--- src/rtl/cfg_xact_pkg.sv ---
package cfg_xact_pkg;

  localparam logic [7:0] OFS_RTN  = 8'hA0;
  localparam logic [7:0] OFS_OUT  = 8'hA4;
  localparam logic [7:0] OFS_CTRL = 8'hA8;
  localparam logic [7:0] OFS_STAT = 8'hAC;

  localparam int DEV_LSB  = 0;
  localparam int DEV_W    = 12;
  localparam int FUNC_LSB = 20;
  localparam int FUNC_W   = 6;
  localparam int WR_BIT   = 30;
  localparam int GO_BIT   = 31;

  localparam logic [31:0] CTRL_KEEP  = 32'h43F0_0FFF;
  localparam logic [31:0] CTRL_RESET = 32'h0010_0000;
  localparam logic [FUNC_W-1:0] FUNC_OSC = 6'd1;

  typedef struct packed {
    logic ctrlWe;
    logic outWe;
    logic xactDone;
    logic xactErr;
    logic arrayWe;
    logic rtnWe;
  } strobe_t;

endpackage

--- src/rtl/cfg_xact_seq.sv ---
module cfg_xact_seq
  import cfg_xact_pkg::*;
#(
  parameter int DEPTH  = 4,
  parameter int ADDR_W = 12
) (
  input  logic              clk,
  input  logic              rstN,
  input  logic              busWrEn,
  input  logic [ADDR_W-1:0] busAddr,
  input  logic              goBit,
  input  logic [DEV_W-1:0]  ctrlDev,
  input  logic [FUNC_W-1:0] ctrlFunc,
  input  logic              ctrlWr,
  output strobe_t           strb,
  output logic              pendQ
);

  localparam logic [DEV_W-1:0] DEV_LIMIT = DEV_W'(DEPTH);

  logic ctlHit;
  logic outHit;
  logic finish;
  logic reqValid;

  assign ctlHit   = busWrEn && (busAddr == ADDR_W'(OFS_CTRL));
  assign outHit   = busWrEn && (busAddr == ADDR_W'(OFS_OUT));
  assign finish   = pendQ && !ctlHit;
  assign reqValid = (ctrlFunc == FUNC_OSC) && (ctrlDev < DEV_LIMIT);

  always_ff @(posedge clk or negedge rstN) begin
    if (!rstN) pendQ <= 1'b0;
    else       pendQ <= ctlHit && goBit;
  end

  always_comb begin
    strb          = '0;
    strb.ctrlWe   = ctlHit;
    strb.outWe    = outHit;
    strb.xactDone = finish;
    strb.xactErr  = finish && !reqValid;
    strb.arrayWe  = finish && reqValid && ctrlWr;
    strb.rtnWe    = finish && reqValid && !ctrlWr;
  end

endmodule

--- src/rtl/cfg_xact_dp.sv ---
module cfg_xact_dp
  import cfg_xact_pkg::*;
#(
  parameter int                  DEPTH    = 4,
  parameter int                  ADDR_W   = 12,
  parameter logic [DEPTH*32-1:0] OSC_INIT = {DEPTH{32'h0000_0000}}
) (
  input  logic              clk,
  input  logic              rstN,
  input  strobe_t           strb,
  input  logic [ADDR_W-1:0] busAddr,
  input  logic [31:0]       busWrData,
  output logic [31:0]       busRdData,
  output logic [DEV_W-1:0]  ctrlDev,
  output logic [FUNC_W-1:0] ctrlFunc,
  output logic              ctrlWr,
  output logic [1:0]        statBits,
  output logic [31:0]       rtnVal,
  output logic [DEPTH*32-1:0] oscOut
);

  logic [31:0] outQ;
  logic [31:0] rtnQ;
  logic [31:0] ctrlQ;
  logic [1:0]  statQ;
  logic [31:0] oscQ [DEPTH];
  logic [31:0] selWord;

  assign ctrlDev  = ctrlQ[DEV_LSB +: DEV_W];
  assign ctrlFunc = ctrlQ[FUNC_LSB +: FUNC_W];
  assign ctrlWr   = ctrlQ[WR_BIT];
  assign statBits = statQ;
  assign rtnVal   = rtnQ;

  always_ff @(posedge clk or negedge rstN) begin
    if (!rstN) begin
      outQ  <= '0;
      rtnQ  <= '0;
      ctrlQ <= CTRL_RESET;
      statQ <= '0;
    end else begin
      if (strb.outWe)  outQ  <= busWrData;
      if (strb.ctrlWe) ctrlQ <= busWrData & CTRL_KEEP;
      if (strb.rtnWe)  rtnQ  <= selWord;
      if (strb.ctrlWe)        statQ <= 2'b00;
      else if (strb.xactDone) statQ <= {strb.xactErr, 1'b1};
    end
  end

  for (genvar i = 0; i < DEPTH; i++) begin : g_osc
    always_ff @(posedge clk or negedge rstN) begin
      if (!rstN) oscQ[i] <= OSC_INIT[32*i +: 32];
      else if (strb.arrayWe && (ctrlDev == DEV_W'(i))) oscQ[i] <= outQ;
    end
    assign oscOut[32*i +: 32] = oscQ[i];
  end

  always_comb begin
    selWord = '0;
    for (int i = 0; i < DEPTH; i++) begin
      if (ctrlDev == DEV_W'(i)) selWord = oscQ[i];
    end
  end

  always_comb begin
    unique case (busAddr)
      ADDR_W'(OFS_RTN):  busRdData = rtnQ;
      ADDR_W'(OFS_OUT):  busRdData = outQ;
      ADDR_W'(OFS_CTRL): busRdData = ctrlQ;
      ADDR_W'(OFS_STAT): busRdData = {30'b0, statQ};
      default:           busRdData = '0;
    endcase
  end

endmodule

--- src/rtl/cfg_xact_ctrl.sv ---
module cfg_xact_ctrl
  import cfg_xact_pkg::*;
#(
  parameter int                  DEPTH    = 4,
  parameter int                  ADDR_W   = 12,
  parameter logic [DEPTH*32-1:0] OSC_INIT = {DEPTH{32'h0000_0000}}
) (
  input  logic                clk,
  input  logic                rstN,
  input  logic                busWrEn,
  input  logic [ADDR_W-1:0]   busAddr,
  input  logic [31:0]         busWrData,
  output logic [31:0]         busRdData,
  output logic [DEPTH*32-1:0] oscOut
);

  strobe_t           strb;
  logic              pendQ;
  logic [DEV_W-1:0]  ctrlDev;
  logic [FUNC_W-1:0] ctrlFunc;
  logic              ctrlWr;
  logic [1:0]        statBits;
  logic [31:0]       rtnVal;

  cfg_xact_seq #(.DEPTH(DEPTH), .ADDR_W(ADDR_W)) seq_i (
    .clk(clk), .rstN(rstN), .busWrEn(busWrEn), .busAddr(busAddr),
    .goBit(busWrData[GO_BIT]), .ctrlDev(ctrlDev), .ctrlFunc(ctrlFunc),
    .ctrlWr(ctrlWr), .strb(strb), .pendQ(pendQ)
  );

  cfg_xact_dp #(.DEPTH(DEPTH), .ADDR_W(ADDR_W), .OSC_INIT(OSC_INIT)) dp_i (
    .clk(clk), .rstN(rstN), .strb(strb), .busAddr(busAddr),
    .busWrData(busWrData), .busRdData(busRdData), .ctrlDev(ctrlDev),
    .ctrlFunc(ctrlFunc), .ctrlWr(ctrlWr), .statBits(statBits),
    .rtnVal(rtnVal), .oscOut(oscOut)
  );

endmodule

--- config.mk ---
export PLATFORM = sky130hd
export DESIGN_NAME = cfg_xact_ctrl
export DESIGN_NICKNAME = d
export VERILOG_FILES = /design/src/rtl/cfg_xact_pkg.sv /design/src/rtl/cfg_xact_seq.sv /design/src/rtl/cfg_xact_dp.sv /design/src/rtl/cfg_xact_ctrl.sv
export SDC_FILE = /design/constraint.sdc
export NUM_CORES = 1
export LEC_CHECK = 0
export ABC_AREA = 1
export BUFFER_PORTS_ARGS = -buffer_cell sky130_fd_sc_hd__buf_2
export CORE_ASPECT_RATIO = 0.6
export CORE_UTILIZATION = 55
export DETAILED_ROUTE_END_ITERATION = 16
export GPL_TIMING_DRIVEN = 0
export PLACE_DENSITY_LB_ADDON = 0.05
export SETUP_SLACK_MARGIN = 0.15
export SYNTH_ARGS = -nofsm -noshare
export SYNTH_HDL_FRONTEND = slang
export SYNTH_SLANG_ARGS = --single-unit
--- constraint.sdc ---
create_clock -name clk -period 2.3 [get_ports clk]
set_input_delay 0.23 -clock clk [delete_from_list [all_inputs] [get_ports clk]]
set_output_delay 0.23 -clock clk [all_outputs]
set_load 0.05 [all_outputs]
== Word level (Yosys, flattened, before mapping) ==
Index checks and enable logic that the tools add are counted.

* Bits in registers: 214
* Input port bits: 47
* Output and inout bits: 160
* Logic and storage cells: 43

* Order comparisons: 1
* Equality and inequality tests: 8
* Muxes and demuxes: 7
* Reductions and logical operators: 18

{| class="wikitable"
|+ Operator list
! cell !! count
|-
| two-way mux 32 bit || 4
|-
| case mux 32 bit (4 select lines) || 1
|-
| == test 12 x 8 -> 1 bit, second input constant || 4
|-
| == test 12 x 2 -> 1 bit, second input constant || 2
|-
| logical AND 1 bit || 13
|-
| == test 12 x 1 -> 1 bit, second input constant || 1
|-
| zero test 12 bit || 1
|-
| less-than comparator 12 x 3 -> 1 bit, second input constant || 1
|-
| == test 6 x 1 -> 1 bit, second input constant || 1
|-
| two-way mux 2 bit || 2
|-
| zero test 1 bit || 3
|-
| nonzero test 2 bit || 1
|}

== Logic depth before layout (Yosys ltp) ==
Gate-level depths: netlist of the first run.

* Depth in word-level cells: 7
* Gate-level depth with buffers: 11
* Depth with buffers taken out: 10

== Cells and area by module ==
Synthesis of the first run repeated with hierarchy kept, for this count alone.

* Cell total of the unflattened synthesis: 1278
* Area total of the unflattened synthesis: 10397.5 um^2

{| class="wikitable"
|+ By module, submodules not included
! module !! times used !! cells each !! area an instance (um^2) !! sequential area each (um^2)
|-
| cfg_xact_dp || 1 || 1229 || 10139.7 || 5331.4
|-
| cfg_xact_seq || 1 || 49 || 257.7 || 25.0
|}

== Least setup slack after synthesis of the first run ==
No wires, ideal clock.

* Kind: input to output
* Start: input port busAddr[1]
* End: output port busRdData[10]
* Arrival: 1663 ps
* Required time: 2070 ps
* Path slack: 407 ps
* Cell stages on the path: 4
* Path through: or2_1 -> nor2_2 -> nand3_1 -> o211ai_1

* Cells in the longest elaborated chain, start to end: 2
* Elaborated cells on any way between the ends: 5
* Those cells by class: eq/ne (4); mux (1)

{| class="wikitable"
|+ Ends and longest elaborated chain
! what !! RTL line !! RTL
|-
| start: declaration || cfg_xact_ctrl.sv:11 || <nowiki>input logic [ADDR_W-1:0] busAddr,</nowiki>
|-
| == test 12 x 8 -> 1 bit || cfg_xact_dp.sv:66 || <nowiki>unique case (busAddr)</nowiki>
|-
| case mux 32 bit (4 select lines) (*) || cfg_xact_dp.sv:66 ||
|-
| end: declaration || cfg_xact_ctrl.sv:13 || <nowiki>output logic [31:0] busRdData,</nowiki>
|}

Every way passes the cells marked *; elsewhere a longest branch is shown, timed or not.

== Worst setup path after layout of the first run ==
* Start: input port busAddr[9]
* End: output port busRdData[22]

Same word-level chain as after synthesis.

==> results.ini, run 1 <==
[clock_tree]
cts.sinks = 214
clk_latency_ns = 0.51
root_buffer = clkbuf_16
cts_tree = built
htree_levels = 1
clockBufferDepth = 3
cts_buffers = 21
clkSlewWorstSetupHoldPaths_ns = 0.06

[routing]
met3_length_mm = 6.81
wl_per_cell_um = 21.7
drt-total-wl_mm = 39.2
drc = 0
ant_nets = 0
wl_met1_mm = 16.7
routed.top_layer = met4
drtIter0Drc = 1573
dr.pass1.iters = 9
viasPerCell = 6.12
vias = 11000
dr_wl_met2_mm = 15.0

[place]
placed_cells = 1734
place.gp.congestion = 0.962
placed_cell_area_mm2 = 0.0116
port_buffers = 205
dp_hpwl_mm = 28.4
post-place-ws_ns = -0.182

[global_routing]
grt_max_degree = 123
grt-ovfl-total = 0
grt_pass1_wl_mm = 57.7
grt_pass1_vias = 9818
grt_antenna_before_repair = 0
grtUsageTotal_pct = 40.5

[cells_and_area]
instances_no_fill = 1805
nets = 1600
antenna_cells = 0
area_growth_pct = 24.8
final_cell_mix = 506 x nand2_1, 225 x buf_2, 213 x dfrtp_1
stdcell_area_mm2 = 0.0128
n_fill_cell = 1517
final_common_cell = nand2_1
drive_gt1_share_pct = 22.6

[sta]
hold_viol_final = 0
fin_tns_setup_ns = 0
fmax_mhz = 467
timing.final.setup_violations = 0
tightest_slew_ns = 0.854
rsz0062_at_grt = true
fin_hold_ws_ns = 0.00761
post-route-min-period_ns = 2.14
relSlewSlack_pct = 43.0
slew_viol_final = 0
layout_setup_ws_ns = 0.159
finalCritPeriodShare_pct = 93.1
fin_skew_ns = 0.0106

[min_path]
hp-start = busWrData[23]
min_path_type = primary input to flip-flop

[critical_path]
crit_path_end_kind = output port
crit_top_cell = nand2_1
cpMaxStageDelayCell = nor2_4
cp-start-kind = primary input
cp_max_fo = 10
criticalPathCategory = primary input to output port
path_delay_family = simple AND/OR/NAND/NOR gates
path_buf_inv = 4
arrival_ns = 1.91
crit_chain = buf_2 > nor2_1 > nand2_1 > nor2_4 > and3_1 > clkbuf_2 > buf_4 > nand2_1 > nand3_1 > clkbuf_4
regToRegStartpoint = dp_i.ctrlQ[7]
setup.worst_path.start = busAddr[9]
cp.required_ns = 2.07
critPathMaxStageDelay_ns = 0.24

[power_and_ir_drop]
worst_ir_drop_vdd_uv = 446
power_density_mw_per_mm2 = 569
leakage_nw = 7.24

[synthesis]
synth_edf_count = 0
ys.warnings.count = 0
syn-num-nets = 1335
synthFlopType = dfrtp_1
avgSynthCellArea_um2 = 7.97
synthDistinctLibCells = 27
synth-seq-cells = 214
synth_cells = 1288
synthArstFlopShare_pct = 100
synth_area_mm2 = 0.0103
yosysSeqAreaShare_pct = 52.2

[floorplan]
dieArea_mm2 = 0.0192
core_area_mm2 = 0.0182
core.rowCount = 38
start_util_pct = 56.5
io_pins = 207
die_x_um = 178
die_h_um = 108

[job]
maxCapViolCount = 0

[status]
outcome = complete, no violations

## power breakdown
group | total, mW | switching, mW | internal (mW)
registers | 3.78 | 0.00994 | 3.77
clock network | 3.33 | 1.49 | 1.84
logic | 0.194 | 0.124 | 0.0701
## tightest hold or removal path, delay by kind of cell
kind            cells  cell delay [ns]
compound gates      1             0.07
buf+inv             2             0.17
## path summary, 6_finish.rpt
check / end / slack, ns / depth (start not counted)
max: busRdData[22] / 0.16 / 10
min: dp_i.ctrlQ[23] / 0.008 / 3
max reg2reg: dp_i.oscOut[46] / 0.17 / 10
min reg2reg: dp_i.rtnVal[19] / 0.48 / 2
max in group asynchronous: dp_i.outQ[27] / 0.95 / 3
min in group asynchronous: dp_i.oscOut[41] / 0.32 / 2
## sequential cells by signal, indices dropped and copies added (netlist names)
| name | count |
|---|---|
| dp_i.oscOut | 128 |
| dp_i.ctrlQ | 19 |
| dp_i.rtnVal | 32 |
| dp_i.outQ | 32 |
| dp_i.statBits | 2 |
| seq_i.pendQ | 1 |
## routing by layer
layer / vias to the layer above / global-route usage, %
li1: 4878 / -
met1: 5204 / 61.9
met2: 891 / 51.1
met3: 71 / 18.8
met4: 0 / 7.32
met5: - / 0
## metrics by stage
step                power, mW  util, %
CTS                      7.26     69.2
finish                   7.30     70.6
global placement         4.00     63.8
floorplan                3.87        -
detailed placement       4.00     64.0
global route             7.46     70.6
## what timing repair did
item / in CTS / in global routing
setup endpoints to repair: 85 / 183
gates resized for setup: 25 / 77
hold endpoints to repair: 116 / 0
setup buffers: 0 / 12
pin swaps: 0 / 8
hold buffers: 24 / 0
gates cloned: 0 / 1
## cells by family (layout without fill, tap and decap cells)
| family | count (synthesis) | in the layout | share of synthesized area [%] |
|---|---|---|---|
| compound gates | 38 | 38 | 2.00 |
| simple gates | 901 | 901 | 40.2 |
| buf+inv | 135 | 412 | 5.62 |
| flops | 214 | 214 | 52.2 |
## area by class of cell
class                   instances  area (um^2)  area share (%)
clock inverters                 4         22.5           0.176
repair buffers                243         1440            11.2
well taps                     240          300            2.34
flip-flops and latches        214         5360            41.8
inverters                      29          109           0.849
multi-input cells             939         4440            34.6
clock buffers                  31          613            4.78
plain buffers                 105          537            4.19
## cell usage after synthesis (all sizes together), types with 2 or more instances
cell	number	area share (%)
and3	2	0.12
nor2	36	1.8
nand4	167	10
clkbuf	45	1.6
nor3	3	0.24
nand2	509	19
nand3	182	9.0
buf	61	2.9
inv	28	1.0
o21ai	21	1.0
dfrtp	213	52
a21oi	11	0.54
o211ai	6	0.44
No activity file was read; power rests on OpenSTA's default activity.
==> run 2, diff against run 1 <==
--- a/config.mk
+++ b/config.mk
@@ -9,6 +9,7 @@
 export BUFFER_PORTS_ARGS = -buffer_cell sky130_fd_sc_hd__buf_2
 export CORE_ASPECT_RATIO = 0.6
 export CORE_UTILIZATION = 55
+export CTS_BUF_LIST = sky130_fd_sc_hd__clkbuf_4 sky130_fd_sc_hd__clkbuf_8 sky130_fd_sc_hd__clkbuf_16
 export DETAILED_ROUTE_END_ITERATION = 16
 export GPL_TIMING_DRIVEN = 0
 export PLACE_DENSITY_LB_ADDON = 0.05
==> run 2 against run 1 <==
Effect of this change:
- via count is 0.77% lower
- clock skew fell by 0.0030 ns
- critical path depth unchanged
- register-to-register slack hardly changed
- combinational power about the same
- largest cell class unchanged
- clock power is 2% higher
- wire length decreased by 0.58%
- worst setup slack better by 0.0075 ns
==> results.ini, run 2 (synthesized netlist as in run 1, its figures left out) <==
[status]
outcome = complete, no violations

[cells_and_area]
final_cell_mix = 506 x nand2_1, 224 x buf_2, 213 x dfrtp_1
final_common_cell = nand2_1
antenna_cells = 0
final_util_pct = 70.4
instances_no_fill = 1800
drive_gt1_share_pct = 22.6
largest_reg_flops = 128
n_fill_cell = 1518
area_growth_pct = 24.6
nets = 1595
stdcell_area_mm2 = 0.0128

[global_routing]
met2_usage_pct = 51.1
grtUsageTotal_pct = 40.5
grt_pass1_wl_mm = 57.7
grt_use_met3_pct = 18.2
grt_pass1_vias = 9802
use_met1_pct = 62.6
grt-ovfl-total = 0
grt_antenna_before_repair = 0
grt_max_degree = 123
busiest_layer = met1

[clock_tree]
root_buffer = clkbuf_16
clkSlewWorstSetupHoldPaths_ns = 0.07
cts_tree = built
cts.sinks = 214
htree_levels = 1
clk_latency_ns = 0.50
cts_buffers = 21
clockBufferDepth = 3

[job]
maxCapViolCount = 0

[place]
placed_cell_area_mm2 = 0.0116
placed_cells = 1734
post-place-ws_ns = -0.182
port_buffers = 205
dp_hpwl_mm = 28.4
place.gp.congestion = 0.962

[routing]
drtIter0Drc = 1557
dr.pass1.iters = 6
ant_nets = 0
wl_per_cell_um = 21.6
viasPerCell = 6.09
vias = 11000
drt-total-wl_mm = 39.0
drc = 0

[floorplan]
start_util_pct = 56.5
dieArea_mm2 = 0.0192
core_area_mm2 = 0.0182
die_h_um = 108
io_pins = 207
die_x_um = 178
core.rowCount = 38

[sta]
fin_hold_ws_ns = 0.00325
slew_viol_final = 0
tightest_slew_ns = 0.868
rsz0062_at_grt = true
layout_setup_ws_ns = 0.166
hold_viol_final = 0
finalCritPeriodShare_pct = 92.8
fin_skew_ns = 0.00763
post-route-min-period_ns = 2.13
timing.final.setup_violations = 0
fmax_mhz = 469
relSlewSlack_pct = 42.1
fin_tns_setup_ns = 0

[power_and_ir_drop]
leakage_nw = 7.23
swShare_pct = 22.1
p_comb_share_pct = 2.7
worst_ir_drop_vdd_uv = 450
power_density_mw_per_mm2 = 575
finalPower_mw = 7.36
power_switching_mw = 1.62
power.share.clock_pct = 46.0
p_int_mw = 5.73
p_seq_share_pct = 51.3

[critical_path]
cp.required_ns = 2.07
crit_path_end_kind = output port
cp-start-kind = primary input
cp_max_fo = 10
arrival_ns = 1.90
criticalPathCategory = primary input to output port

[min_path]
min_path_type = primary input to flip-flop

[run 2: cell count changes in the layout (fill, tap and decap cells not counted)]
cell,before,now
clkbuf_4,17,22
clkbuf_2,20,19
buf_2,225,224
nand3_2,5,6
nand3_4,2,1
clkbuf_1,28,24
buf_4,27,23
[run 2: worst paths after layout]
| path | slack [ns] | startpoint | end | cells after the start |
|---|---|---|---|---|
| worst max-delay path | 0.17 | busAddr[9] | busRdData[22] | 10 |
| worst min-delay path | 0.003 | busWrData[23] | dp_i.ctrlQ[23] | 3 |
| worst max register to register | 0.17 | dp_i.ctrlQ[8] | dp_i.oscOut[46] | 7 |
| worst min register to register | 0.48 | dp_i.rtnVal[19] | dp_i.rtnVal[19] | 2 |
| max in group asynchronous | 0.93 | rstN | dp_i.oscOut[33] | 3 |
| min in group asynchronous | 0.34 | rstN | dp_i.oscOut[41] | 2 |
[run 2: area by class of cell]
| class | instances | area [um^2] | area share, % |
|---|---|---|---|
| buffer | 105 | 536 | 4.19 |
| clock buffer | 31 | 632 | 4.94 |
| clock inverter | 4 | 22.5 | 0.176 |
| inverter | 29 | 109 | 0.851 |
| multi-input combinational | 939 | 4430 | 34.6 |
| sequential | 214 | 5360 | 41.9 |
| tap | 240 | 300 | 2.35 |
| timing repair buffer | 238 | 1410 | 11.0 |
[run 2: critical path, stage by stage]
cell and delay, ns:
buf_2 0.10, nor2_1 0.12, nand2_1 0.16, nor2_4 0.23
and3_1 0.19, clkbuf_2 0.15, buf_4 0.22, nand2_1 0.12
nand3_1 0.12, clkbuf_4 0.24
[run 2: power groups by stage]
stage                     logic, mW  clock network [mW]  registers (mW)
after global routing          0.217                3.53            3.77
after global placement        0.149                   0            3.85
final                         0.195                3.39            3.78
after floorplan              0.0238                   0            3.84
after CTS                     0.189                3.35            3.78
after detailed placement      0.157                   0            3.85
[run 2: what timing repair did]
item                                   CTS  global route
setup buffers                            0             8
hold buffers                            24             0
pin swaps                                0             8
gates resized for setup                 25            74
endpoints found under the hold margin  116             0
setup endpoints to repair               85           183
[run 2: per-layer routing]
metal  up-vias  wire length (um)
met5         -                 0
met4         0               580
met3        70              6750
met2       840             14800
met1      5166             16800
li1       4883                 -
